**config.mk**
```make
export PLATFORM = sky130hd
export DESIGN_NAME = dram_test_seq
export DESIGN_NICKNAME = d
export VERILOG_FILES = /design/src/rtl/dts_pkg.sv /design/src/rtl/dts_slot_mux.sv /design/src/rtl/dts_cs_decode.sv /design/src/rtl/dts_ctrl.sv /design/src/rtl/dram_test_seq.sv
export SDC_FILE = /design/constraint.sdc
export NUM_CORES = 1
export LEC_CHECK = 0
export BUFFER_PORTS_ARGS = -buffer_cell sky130_fd_sc_hd__buf_2
export CAP_MARGIN = 30
export CELL_PAD_IN_SITES_DETAIL_PLACEMENT = 0
export CELL_PAD_IN_SITES_GLOBAL_PLACEMENT = 2
export CORE_ASPECT_RATIO = 1.1
export CORE_MARGIN = 2
export CORE_UTILIZATION = 29
export DETAILED_ROUTE_END_ITERATION = 7
export GPL_ROUTABILITY_DRIVEN = 0
export PLACE_DENSITY_LB_ADDON = 0.15
export RECOVER_POWER = 100
export SETUP_SLACK_MARGIN = 0.02
export SLEW_MARGIN = 20
export SYNTH_ARGS = -nofsm -noshare
export SYNTH_HDL_FRONTEND = slang
export SYNTH_HIERARCHICAL = 1
export SYNTH_SLANG_ARGS = --single-unit
```
**constraint.sdc**
```tcl
create_clock -name clk -period 7 [get_ports clk]
set_clock_uncertainty 0.2 [all_clocks]
set_input_delay 1.4 -clock clk [delete_from_list [all_inputs] [get_ports clk]]
set_output_delay 1.4 -clock clk [all_outputs]
set_load 0.02 [all_outputs]
```
**src/rtl/dts_pkg.sv**
```systemverilog
package dts_pkg;
    parameter int NSLOT  = 4;
    parameter int SLOT_W = 2;
    parameter int REP_W  = 9;
    parameter int GAP_W  = 5;
    parameter int IDLE_W = 9;
    parameter int WAIT_W = 9;
    parameter int ITER_W = 8;
    parameter int DIR_W  = 2;
    parameter int CMD_W  = 3;
    parameter int CNT_W  = (IDLE_W > WAIT_W) ? IDLE_W : WAIT_W;

    typedef enum logic [2:0] {
        ST_IDLE, ST_CMD, ST_GAP, ST_POST, ST_WAIT
    } seq_st_e;

    typedef struct packed {
        seq_st_e             st;
        logic [SLOT_W-1:0]   slot;
        logic [REP_W-1:0]    reps;
        logic [CNT_W-1:0]    cnt;
        logic [ITER_W-1:0]   iters;
        logic                iter_zero;
        logic                done;
        logic                err;
        logic                panic;
        logic                seen;
        logic                trig;
    } seq_state_t;
endpackage

```
**src/rtl/dts_slot_mux.sv**
```systemverilog
module dts_slot_mux
    import dts_pkg::*;
#(
    parameter int RANKS  = 4,
    parameter int RSEL_W = $clog2(RANKS)
) (
    input  logic [SLOT_W-1:0]       slot_i,
    input  logic [NSLOT*CMD_W-1:0]  cmd_all_i,
    input  logic [NSLOT*RANKS-1:0]  cke_all_i,
    input  logic [NSLOT*RANKS-1:0]  odt_all_i,
    input  logic [NSLOT*RANKS-1:0]  cs_all_i,
    input  logic [NSLOT-1:0]        mode_all_i,
    input  logic [NSLOT*RSEL_W-1:0] rank_all_i,
    input  logic [NSLOT*GAP_W-1:0]  gap_all_i,
    input  logic [NSLOT*IDLE_W-1:0] idle_all_i,
    input  logic [NSLOT*DIR_W-1:0]  dir_all_i,
    output logic [CMD_W-1:0]        cmd_o,
    output logic [RANKS-1:0]        cke_o,
    output logic [RANKS-1:0]        odt_o,
    output logic [RANKS-1:0]        cs_o,
    output logic                    mode_o,
    output logic [RSEL_W-1:0]       rank_o,
    output logic [GAP_W-1:0]        gap_o,
    output logic [IDLE_W-1:0]       idle_o,
    output logic [DIR_W-1:0]        dir_o
);
    always_comb begin
        cmd_o  = cmd_all_i[slot_i*CMD_W +: CMD_W];
        cke_o  = cke_all_i[slot_i*RANKS +: RANKS];
        odt_o  = odt_all_i[slot_i*RANKS +: RANKS];
        cs_o   = cs_all_i[slot_i*RANKS +: RANKS];
        mode_o = mode_all_i[slot_i];
        rank_o = rank_all_i[slot_i*RSEL_W +: RSEL_W];
        gap_o  = gap_all_i[slot_i*GAP_W +: GAP_W];
        idle_o = idle_all_i[slot_i*IDLE_W +: IDLE_W];
        dir_o  = dir_all_i[slot_i*DIR_W +: DIR_W];
    end
endmodule

```
**src/rtl/dts_cs_decode.sv**
```systemverilog
module dts_cs_decode #(
    parameter int RANKS  = 4,
    parameter int RSEL_W = $clog2(RANKS)
) (
    input  logic              mode_i,
    input  logic [RSEL_W-1:0] rank_i,
    input  logic [RANKS-1:0]  cs_i,
    output logic [RANKS-1:0]  cs_n_o
);
    for (genvar r = 0; r < RANKS; r++) begin : g_rank
        logic hit;
        assign hit       = (rank_i == RSEL_W'(r));
        assign cs_n_o[r] = mode_i ? (cs_i[r] & ~hit) : cs_i[r];
    end
endmodule

```
**src/rtl/dts_ctrl.sv**
```systemverilog
module dts_ctrl
    import dts_pkg::*;
(
    input  logic                    clk,
    input  logic                    rst_n,
    input  logic [ITER_W-1:0]       iter_i,
    input  logic [SLOT_W-1:0]       last_slot_i,
    input  logic [WAIT_W-1:0]       wait_i,
    input  logic                    stop_on_err_i,
    input  logic                    err_i,
    input  logic                    abort_i,
    input  logic [NSLOT*REP_W-1:0]  reps_all_i,
    input  logic [GAP_W-1:0]        cur_gap_i,
    input  logic [IDLE_W-1:0]       cur_idle_i,
    output seq_st_e                 st_o,
    output logic [SLOT_W-1:0]       slot_o,
    output logic [4:0]              status_o,
    output logic                    trig_o
);
    seq_state_t q, d;
    logic busy_q;

    function automatic logic [REP_W-1:0] eff_reps(input logic [NSLOT*REP_W-1:0] all,
                                                  input logic [SLOT_W-1:0] idx);
        logic [REP_W-1:0] r;
        r = all[idx*REP_W +: REP_W];
        return (r == '0) ? REP_W'(1) : r;
    endfunction

    function automatic seq_state_t go_first(input seq_state_t s, input logic [REP_W-1:0] r0);
        s.st   = ST_CMD;
        s.slot = '0;
        s.reps = r0;
        return s;
    endfunction

    function automatic seq_state_t end_pass(input seq_state_t s, input logic [REP_W-1:0] r0);
        if (s.iters == '1) begin
            s = go_first(s, r0);
        end else if (s.iters == ITER_W'(1)) begin
            s.st   = ST_IDLE;
            s.done = 1'b1;
        end else begin
            s.iters = s.iters - 1'b1;
            s = go_first(s, r0);
        end
        return s;
    endfunction

    function automatic seq_state_t next_slot(input seq_state_t s, input logic [SLOT_W-1:0] last,
                                             input logic [WAIT_W-1:0] wv,
                                             input logic [REP_W-1:0] rn,
                                             input logic [REP_W-1:0] r0);
        if (s.slot == last) begin
            if (wv != '0) begin
                s.st  = ST_WAIT;
                s.cnt = CNT_W'(wv);
            end else begin
                s = end_pass(s, r0);
            end
        end else begin
            s.slot = s.slot + 1'b1;
            s.reps = rn;
            s.st   = ST_CMD;
        end
        return s;
    endfunction

    assign busy_q = (q.st != ST_IDLE);

    always_comb begin
        logic [REP_W-1:0] r0, rn;
        r0 = eff_reps(reps_all_i, '0);
        rn = eff_reps(reps_all_i, q.slot + 1'b1);
        d = q;
        d.trig      = 1'b0;
        d.iter_zero = (iter_i == '0);
        if (!busy_q) begin
            if (iter_i != '0 && q.iter_zero) begin
                d       = go_first(d, r0);
                d.iters = iter_i;
                d.done  = 1'b0;
                d.err   = 1'b0;
                d.panic = 1'b0;
                d.seen  = 1'b0;
            end
        end else begin
            if (err_i && !q.seen) begin
                d.seen = 1'b1;
                d.trig = 1'b1;
            end
            if (abort_i) begin
                d.st    = ST_IDLE;
                d.panic = 1'b1;
            end else if (err_i && stop_on_err_i) begin
                d.st  = ST_IDLE;
                d.err = 1'b1;
            end else if (iter_i == '0) begin
                d.st   = ST_IDLE;
                d.done = 1'b1;
            end else begin
                case (q.st)
                    ST_CMD: begin
                        if (q.reps > REP_W'(1)) begin
                            d.reps = q.reps - 1'b1;
                            if (cur_gap_i != '0) begin
                                d.st  = ST_GAP;
                                d.cnt = CNT_W'(cur_gap_i);
                            end
                        end else if (cur_idle_i != '0) begin
                            d.st  = ST_POST;
                            d.cnt = CNT_W'(cur_idle_i);
                        end else begin
                            d = next_slot(d, last_slot_i, wait_i, rn, r0);
                        end
                    end
                    ST_GAP:  if (q.cnt == CNT_W'(1)) d.st = ST_CMD;
                             else d.cnt = q.cnt - 1'b1;
                    ST_POST: if (q.cnt == CNT_W'(1)) d = next_slot(d, last_slot_i, wait_i, rn, r0);
                             else d.cnt = q.cnt - 1'b1;
                    ST_WAIT: if (q.cnt == CNT_W'(1)) d = end_pass(d, r0);
                             else d.cnt = q.cnt - 1'b1;
                    default: d.st = ST_IDLE;
                endcase
            end
        end
    end

    always_ff @(posedge clk or negedge rst_n) begin
        if (!rst_n) begin
            q           <= '0;
            q.st        <= ST_IDLE;
            q.iter_zero <= 1'b1;
        end else begin
            q <= d;
        end
    end

    assign st_o     = q.st;
    assign slot_o   = q.slot;
    assign status_o = {q.panic, q.err, q.done, busy_q, ~busy_q};
    assign trig_o   = q.trig;

    p_start_r1: assert property (@(posedge clk) disable iff (!rst_n)
        (!busy_q && iter_i != '0 && q.iter_zero) |=> (st_o == ST_CMD && slot_o == '0));
    p_gap_enter_r3: assert property (@(posedge clk) disable iff (!rst_n)
        (q.st == ST_CMD && q.reps > REP_W'(1) && cur_gap_i != '0 && !abort_i && iter_i != '0
         && !(err_i && stop_on_err_i)) |=> (st_o == ST_GAP));
    p_clear_done_r6: assert property (@(posedge clk) disable iff (!rst_n)
        (busy_q && iter_i == '0 && !abort_i && !(err_i && stop_on_err_i))
        |=> (status_o[2] && status_o[0]));
    p_stop_err_r7: assert property (@(posedge clk) disable iff (!rst_n)
        (busy_q && err_i && stop_on_err_i && !abort_i) |=> (status_o[3] && status_o[0]));
    p_abort_panic_r8: assert property (@(posedge clk) disable iff (!rst_n)
        (busy_q && abort_i) |=> (status_o[4] && !status_o[1] && !status_o[3]));
    p_trig_pulse_r9: assert property (@(posedge clk) disable iff (!rst_n)
        trig_o |=> !trig_o);
endmodule

```
**src/rtl/dram_test_seq.sv**
```systemverilog
module dram_test_seq
    import dts_pkg::*;
#(
    parameter int RANKS  = 4,
    parameter int RSEL_W = $clog2(RANKS)
) (
    input  logic                    clk,
    input  logic                    rst_n,
    input  logic [ITER_W-1:0]       iter_i,
    input  logic [SLOT_W-1:0]       last_slot_i,
    input  logic [WAIT_W-1:0]       wait_i,
    input  logic                    stop_on_err_i,
    input  logic                    err_i,
    input  logic                    abort_i,
    input  logic [NSLOT*CMD_W-1:0]  slot_cmd_i,
    input  logic [NSLOT*RANKS-1:0]  slot_cke_i,
    input  logic [NSLOT*RANKS-1:0]  slot_odt_i,
    input  logic [NSLOT*RANKS-1:0]  slot_cs_i,
    input  logic [NSLOT-1:0]        slot_csmode_i,
    input  logic [NSLOT*RSEL_W-1:0] slot_rank_i,
    input  logic [NSLOT*REP_W-1:0]  slot_reps_i,
    input  logic [NSLOT*GAP_W-1:0]  slot_gap_i,
    input  logic [NSLOT*IDLE_W-1:0] slot_idle_i,
    input  logic [NSLOT*DIR_W-1:0]  slot_dir_i,
    output logic                    cmd_valid_o,
    output logic                    ras_n_o,
    output logic                    cas_n_o,
    output logic                    we_n_o,
    output logic [RANKS-1:0]        cke_o,
    output logic [RANKS-1:0]        odt_o,
    output logic [RANKS-1:0]        cs_n_o,
    output logic [DIR_W-1:0]        dir_o,
    output logic [SLOT_W-1:0]       slot_o,
    output logic [4:0]              status_o,
    output logic                    trig_o
);
    seq_st_e             st;
    logic [CMD_W-1:0]    cur_cmd;
    logic [RANKS-1:0]    cur_cke, cur_odt, cur_cs, cs_dec;
    logic                cur_mode;
    logic [RSEL_W-1:0]   cur_rank;
    logic [GAP_W-1:0]    cur_gap;
    logic [IDLE_W-1:0]   cur_idle;
    logic [DIR_W-1:0]    cur_dir;
    logic                is_cmd, is_busy;

    dts_ctrl u_ctrl (
        .clk(clk), .rst_n(rst_n), .iter_i(iter_i), .last_slot_i(last_slot_i),
        .wait_i(wait_i), .stop_on_err_i(stop_on_err_i), .err_i(err_i), .abort_i(abort_i),
        .reps_all_i(slot_reps_i), .cur_gap_i(cur_gap), .cur_idle_i(cur_idle),
        .st_o(st), .slot_o(slot_o), .status_o(status_o), .trig_o(trig_o)
    );

    dts_slot_mux #(.RANKS(RANKS), .RSEL_W(RSEL_W)) u_mux (
        .slot_i(slot_o), .cmd_all_i(slot_cmd_i), .cke_all_i(slot_cke_i),
        .odt_all_i(slot_odt_i), .cs_all_i(slot_cs_i), .mode_all_i(slot_csmode_i),
        .rank_all_i(slot_rank_i), .gap_all_i(slot_gap_i), .idle_all_i(slot_idle_i),
        .dir_all_i(slot_dir_i), .cmd_o(cur_cmd), .cke_o(cur_cke), .odt_o(cur_odt),
        .cs_o(cur_cs), .mode_o(cur_mode), .rank_o(cur_rank), .gap_o(cur_gap),
        .idle_o(cur_idle), .dir_o(cur_dir)
    );

    dts_cs_decode #(.RANKS(RANKS), .RSEL_W(RSEL_W)) u_cs (
        .mode_i(cur_mode), .rank_i(cur_rank), .cs_i(cur_cs), .cs_n_o(cs_dec)
    );

    assign is_cmd      = (st == ST_CMD);
    assign is_busy     = (st != ST_IDLE);
    assign cmd_valid_o = is_cmd;
    assign ras_n_o     = is_cmd ? cur_cmd[0] : 1'b1;
    assign cas_n_o     = is_cmd ? cur_cmd[1] : 1'b1;
    assign we_n_o      = is_cmd ? cur_cmd[2] : 1'b1;
    assign cs_n_o      = is_cmd ? cs_dec : '1;
    assign dir_o       = is_cmd ? cur_dir : '0;
    assign cke_o       = is_busy ? cur_cke : '0;
    assign odt_o       = is_busy ? cur_odt : '0;
endmodule

```
==> reports/metrics.cfg, run 1 <==
[clock_tree]
cts_made_buffers = 5
h-tree-depth = 2
cts_buffer_depth = 2
cts_resized = 0
cts_hold_buf = 0
insertion_delay_ns = 0.29
cts.clk_slew.worst_paths_ns = 0.06
cts_tree = built
cts_sinks = 37
cts_root_buf = clkbuf_16
post_cts_buffers = 0

[die]
die-area_um2 = 17570
row_count = 49
core_area_um2 = 16250
io_pins = 222
die_x_um = 126.6
start_util_pct = 29.50
dieHeight_um = 138.8

[timing]
max_slew.worst_pin.slew_ns = 1.646
setup_violations = 0
hold_ws_ns = 0.2210
hold_viol_final = 0
relSlewSlack_pct = -9.947
fmax_ghz = 0.1929
layout_min_cycle_time_ns = 5.184
min_period_over_period_pct = 74.05
grt_setup_unrepaired = no
setup_tns_ns = 0
fin_ws_ns = 1.816
report.final.slew_viol_count = 38

[critical_path]
r2r_start = u_ctrl/slot_o[0]
crit_type = reg -> out
endpoint_kind = output port
worstPathRequired_ns = 5.40
cp_max_fo = 24
crit_start = u_ctrl/slot_o[0]
arrival_ns = 3.58
startpoint_type = flop
rrSetupSlack_ns = 2.17

[outcome]
status = finished, violations left
failed_checks = max-capacitance violations, max-slew violations

[drt]
vias = 5339
drcViolationCount = 0
viasPerCell = 5.822
drt-total-wl_um = 19440
postRouteAntennaNets = 0
drt_pre_antenna_iters = 5
drtIter0Drc = 345
wire_per_inst_um = 21.20

[pwr]
power.density_nw_per_um2 = 310.4
p_leak_nw = 2.490
max-vdd-ir-drop_mv = 0.1802
finalPower_mw = 1.875

[global_route]
grt-ovfl-total = 0
gr-usage-all-layers_pct = 21.62
grt_pass1_wl_um = 30390
grt_pass1_vias = 5529
grt_max_degree = 49
antenna_found_initial = 2

[synth]
synth_nets = 724
syn_inst = 521
ys_seq_area_share_pct = 19.34
async_flop_share_pct = 100.0
yosysUniqueCellTypes = 77
syn_area_per_cell_um2 = 9.200
synthFlopType = dfrtp_1
synth_edf_count = 0
ys_seq_elements = 37
yosys_warnings = 6
synth.cell_area_um2 = 4793

[place]
dp_slack_ns = 2.230
dp.cells = 905
place_hpwl_um = 15510
port_buffers = 221

[worst_hold_path]
hp-class = reg -> reg
worstHoldStart = u_ctrl/q[1]

[flow_run]
drv_cap = 2

[layout]
n_fill_cell = 1707
nets = 914
multiInputGateArea_um2 = 3470
ff_latch_area_um2 = 928.4
layoutNonFillerInstCount = 917
drive_above_1_share_pct = 37.92
area_growth_pct = 26.05

[final timing paths]
path                                         end  cells past startpoint
worst max-delay path                   cs_n_o[1]                      6
worst min-delay path               u_ctrl/trig_o                      1
worst max register to register      u_ctrl/q[23]                      8
worst min register to register     u_ctrl/trig_o                      1
max in group asynchronous       u_ctrl/slot_o[1]                      2
min in group asynchronous           u_ctrl/q[10]                      1
[layout make-up]
cell class	instances	share of cell area, %
clock buffers	5	2.071
inverters	19	1.180
repair buffers	230	18.93
flip-flops and latches	37	15.37
multi-input cells	418	57.42
diodes	1	0.04142
clock inverters	3	0.7662
well taps	204	4.224
[metrics by stage]
stage,util (%),cell area [um2]
after CTS,37.44,6083
final,37.19,6042
after detailed placement,36.39,5912
after floorplan,-,4793
after global routing,37.19,6042
after global placement,36.39,5912
[per-layer routing]
metal | vias up | part of all wire, % | track usage [%]
li1 | 2482 | - | -
met1 | 2635 | 40 | 26.55
met2 | 200 | 52 | 38.87
met3 | 20 | 5.6 | 3.819
met4 | 2 | 1.8 | 5.552
met5 | - | 0.067 | 0
[layout by cell type (no fill, tap or decap), types with 8 or more instances in the layout]
cell type  instances
o31a_1             9
a211oi_1          10
a221oi_1           9
nand3_1            9
mux4_2            39
inv_1             19
clkbuf_1          28
or3_1              9
nand2_1           30
mux2_2             8
a22oi_1           10
o31ai_1            8
a21oi_1           28
nor4_1             9
o21ai_0           31
buf_2            196
dfrtp_1           35
nor2_1            38
nor3_1            23
[worst max-delay path, cell delays in order, from the launching register on]
cell and delay [ns]:
dfrtp_1 0.67, buf_12 0.28, clkbuf_1 0.93, mux4_2 0.63
o31a_1 0.12, or4b_1 0.45, clkbuf_1 0.20
[Yosys cell counts (6+ instances only)]
cell,count,share of area [%]
clkbuf_1,18,1.4
or4b_1,7,1.5
or3_1,9,1.2
mux2_2,8,1.9
nand2_1,30,2.3
nor2_1,38,3.0
a221oi_1,9,1.6
buf_4,10,1.6
ha_1,7,1.8
mux4_2,39,18
nor4_1,9,1.2
xnor2_1,7,1.3
nor3_1,22,2.3
a211oi_1,10,1.6
a21oi_1,27,2.8
nand3_1,9,0.94
a22oi_1,10,1.6
o211ai_1,7,1.1
and2_1,6,0.78
dfrtp_1,36,19
o31a_1,9,1.6
o41ai_1,7,1.3
inv_1,19,1.5
o21ai_0,26,2.7
a21o_1,6,0.94
or4_1,6,0.94
buf_2,13,1.4
o31ai_1,8,1.3
[state kept, by name (all words and copies together), names as in the netlist]
name,count
u_ctrl/q,28
u_ctrl/st_o,3
u_ctrl/status_o,3
u_ctrl/slot_o,2
u_ctrl/trig_o,1
[power breakdown]
group / switching [mW] / internal [mW] / total, mW
registers: 0.119 / 0.291 / 0.411
logic: 0.681 / 0.514 / 1.19
clock network: 0.101 / 0.169 / 0.270
[logic make-up after synthesis]
family / share of synthesized area, %
xor+xnor: 1.827
buf+inv: 7.648
mux: 23.44
fa+ha+maj: 1.827
compound gates: 26.89
flops: 19.34
simple gates: 19.03
Power figures use the tool's default switching activity.
==> run 2: changes to the inputs <==
Settings changed: CORE_UTILIZATION 29 to 25.
Clock period 7 ns to 4.4 ns, I/O delays scaled along.
==> run 2 against run 1 <==
Net effect:
- the flow now finishes without violations
- via count increased by 0.56%
- combinational power increased by 59%
- sequential power increased by 68%
- setup slack got worse by 1.4 ns
- design area increased by 2.1%
- utilization decreased by 4.7 points
- register-to-register slack got worse by 1.8 ns
- global-route usage decreased by 2.6 points
- final cell count increased by 6.1%
- worst hold slack improved by 0.0017 ns
- critical endpoint is now cs_n_o[0]
- largest cell class unchanged
==> reports/metrics.cfg, run 2 (synthesized netlist as in run 1, its figures left out) <==
[critical_path]
crit-reg2reg-capture = u_ctrl/q[12]  ; was u_ctrl/q[23]
r2r_start = u_ctrl/slot_o[0]  ; unchanged
ff2ff_path_depth = 7  ; was 8
cp_max_fo = 21  ; was 24
startpoint_type = flop  ; unchanged
worst_path_max_delay_cell = dfrtp_2  ; was clkbuf_1
endpoint_kind = output port  ; unchanged
path_cells = buf_4 > mux4_2 > o31a_2 > or4b_1 > clkbuf_1  ; was buf_12 > clkbuf_1 > mux4_2 > o31a_1 > or4b_1 > clkbuf_1
rrSetupSlack_ns = 0.39  ; was 2.17 ns
worstPathRequired_ns = 3.32  ; was 5.40 ns
crit_type = reg -> out  ; unchanged
critPathMaxStageDelay_ns = 0.67  ; was 0.93 ns
arrival_ns = 2.95  ; was 3.58 ns

[layout]
top_register = u_ctrl/q  ; unchanged
n_fill_cell = 2088  ; was 1,707
nets = 928  ; was 914
final_cell_mix = buf_2 (198), mux4_2 (39), nor2_1 (38), dfrtp_1 (34), o21ai_0 (31)  ; was buf_2 (196), mux4_2 (39), nor2_1 (38), dfrtp_1 (35), o21ai_0 (31)
multiInputGateArea_um2 = 3476  ; was 3470 um2
drive_above_1_share_pct = 39.26  ; was 37.92%
largest_reg_flops = 28  ; unchanged
ff_latch_area_um2 = 929.6  ; was 928.4 um2
layout_commonest_cell = buf_2  ; unchanged
antennaDiodeCount = 0  ; was 1
area_growth_pct = 28.66  ; was 26.05%

[place]
port_buffers = 221  ; unchanged
place_hpwl_um = 16010  ; was 15,510 um

[die]
io_pins = 222  ; unchanged
core_area_um2 = 18970  ; was 16,250 um2
dieHeight_um = 149.2  ; was 138.8 um
start_util_pct = 25.27  ; was 29.50%
row_count = 53  ; was 49
die-area_um2 = 20300  ; was 17,570 um2
die_x_um = 136.0  ; was 126.6 um

[worst_hold_path]
worstHoldStart = u_ctrl/q[1]  ; unchanged
hold_path_end = u_ctrl/trig_o  ; unchanged
hp-class = reg -> reg  ; unchanged
hold_depth = 1  ; unchanged

[flow_run]
drv_cap = 0  ; was 2

[timing]
layout_min_cycle_time_ns = 4.028
relSlewSlack_pct = 22.49  ; was -9.947%
max_slew.worst_pin.slew_ns = 1.163  ; was 1.646 ns
fmax_ghz = 0.2483
report.final.slew_viol_count = 0  ; was 38
min_period_over_period_pct = 91.55
setup_violations = 0  ; unchanged
setup_tns_ns = 0  ; unchanged
grt_setup_unrepaired = no  ; unchanged
hold_viol_final = 0  ; unchanged

[pwr]
combinationalPowerShare_pct = 63.8  ; was 63.7%
finalPower_mw = 2.961  ; was 1.875 mW
seqPwrFrac_pct = 23.3  ; was 21.9%
max-vdd-ir-drop_mv = 0.1867  ; was 0.1802 mV
p_sw_mw = 1.438  ; was 0.9016 mW
switching_share_pct = 48.56  ; was 48.08%
power.density_nw_per_um2 = 480.2  ; was 310.4 nW/um2
power_frac_clock_pct = 13.0  ; was 14.4%
p_leak_nw = 2.544  ; was 2.490 nW
intPower_mw = 1.523  ; was 0.9736 mW

[drt]
drt-total-wl_um = 19770  ; was 19,440 um
drt_pre_antenna_iters = 4  ; was 5
viasPerCell = 5.518  ; was 5.822
drtIter0Drc = 332  ; was 345
wire_per_inst_um = 20.32  ; was 21.20 um
vias = 5369  ; was 5,339
postRouteAntennaNets = 0  ; unchanged
drcViolationCount = 0  ; unchanged

[clock_tree]
cts_sinks = 37  ; unchanged
cts_resized = 0  ; unchanged
cts_hold_buf = 0  ; unchanged
cts_made_buffers = 5  ; unchanged
cts.clk_slew.worst_paths_ns = 0.06  ; about the same
h-tree-depth = 2  ; unchanged
cts_buffer_depth = 2  ; unchanged
cts_root_buf = clkbuf_16  ; unchanged
cts_tree = built  ; unchanged
insertion_delay_ns = 0.29  ; about the same
post_cts_buffers = 0  ; unchanged

[global_route]
grt_max_degree = 38  ; was 49
grt_pass1_wl_um = 30380  ; was 30,390 um
grt-ovfl-total = 0  ; unchanged
grt_pass1_vias = 5578  ; was 5,529
gr-usage-all-layers_pct = 19.00  ; was 21.62%
antenna_found_initial = 0  ; was 2

[outcome]
status = finished clean  ; was finished, violations left

## run 2: cell types whose count changed in the layout (fill, tap and decap cells not counted), sizes merged
| cell | delta |
|---|---|
| buf | +14 |
| clkbuf | +2 |
| diode | -1 |
| clkinv | -1 |
| bufinv | -1 |
## run 2: worst max path at each step
stage	endpoint	from	depth (start not counted)
after detailed placement	u_ctrl/q[8]	slot_idle_i[31]	8
after global routing	u_ctrl/q[9]	u_ctrl/slot_o[0]	7
after global placement	u_ctrl/q[8]	slot_idle_i[31]	8
final	cs_n_o[0]	u_ctrl/slot_o[0]	5
after CTS	cs_n_o[0]	u_ctrl/slot_o[0]	5
after floorplan	u_ctrl/q[8]	u_ctrl/slot_o[0]	12
## run 2: power groups by stage
stage | clock network (mW) | registers, mW | logic, mW
CTS | 0.391 | 0.689 | 1.93
floorplan | 0 | 0.586 | 1.52
global placement | 0 | 0.698 | 1.92
detailed placement | 0 | 0.693 | 1.92
global route | 0.409 | 0.718 | 2.06
finish | 0.384 | 0.689 | 1.89
## run 2: stage by stage
step	cells	utilization (%)	worst slack [ns]	hold slack [ns]	cell area, um2
3_5_place_dp	964	32.06	0.4542	0.2122	6081
4_1_cts	972	32.85	0.3655	0.2193	6231
3_3_place_gp	964	32.06	0.5233	0.2098	6081
2_1_floorplan	521	-	0.8293	0.2010	4793
5_1_grt	973	32.52	0.1435	0.2482	6167
6_report	973	32.52	0.3718	0.2226	6167
## run 2: cell type report
type	instances	area share, %
Timing Repair Buffer	244	19.96
Inverter	19	1.156
Sequential cell	37	15.07
Multi-Input combinational cell	418	56.36
Clock buffer	7	2.313
Clock inverter	1	0.1217
Tap cell	247	5.011
## run 2: layer usage
metal | vias to the layer above | wire length (um) | GRT usage (%) | share of wire (%)
met2 | 214 | 10370 | 34.32 | 52
met1 | 2622 | 7949 | 23.30 | 40
met5 | - | 0 | 0 | 0
li1 | 2501 | - | - | -
met3 | 32 | 987 | 2.854 | 5.0
met4 | 0 | 467 | 5.260 | 2.4
## run 2: worst max-delay path: cells and delay by family (launching register included)
family	cells	cell delay, ns
flops	1	0.67
buf+inv	2	0.60
mux	1	0.58
simple gates	1	0.46
compound gates	1	0.35
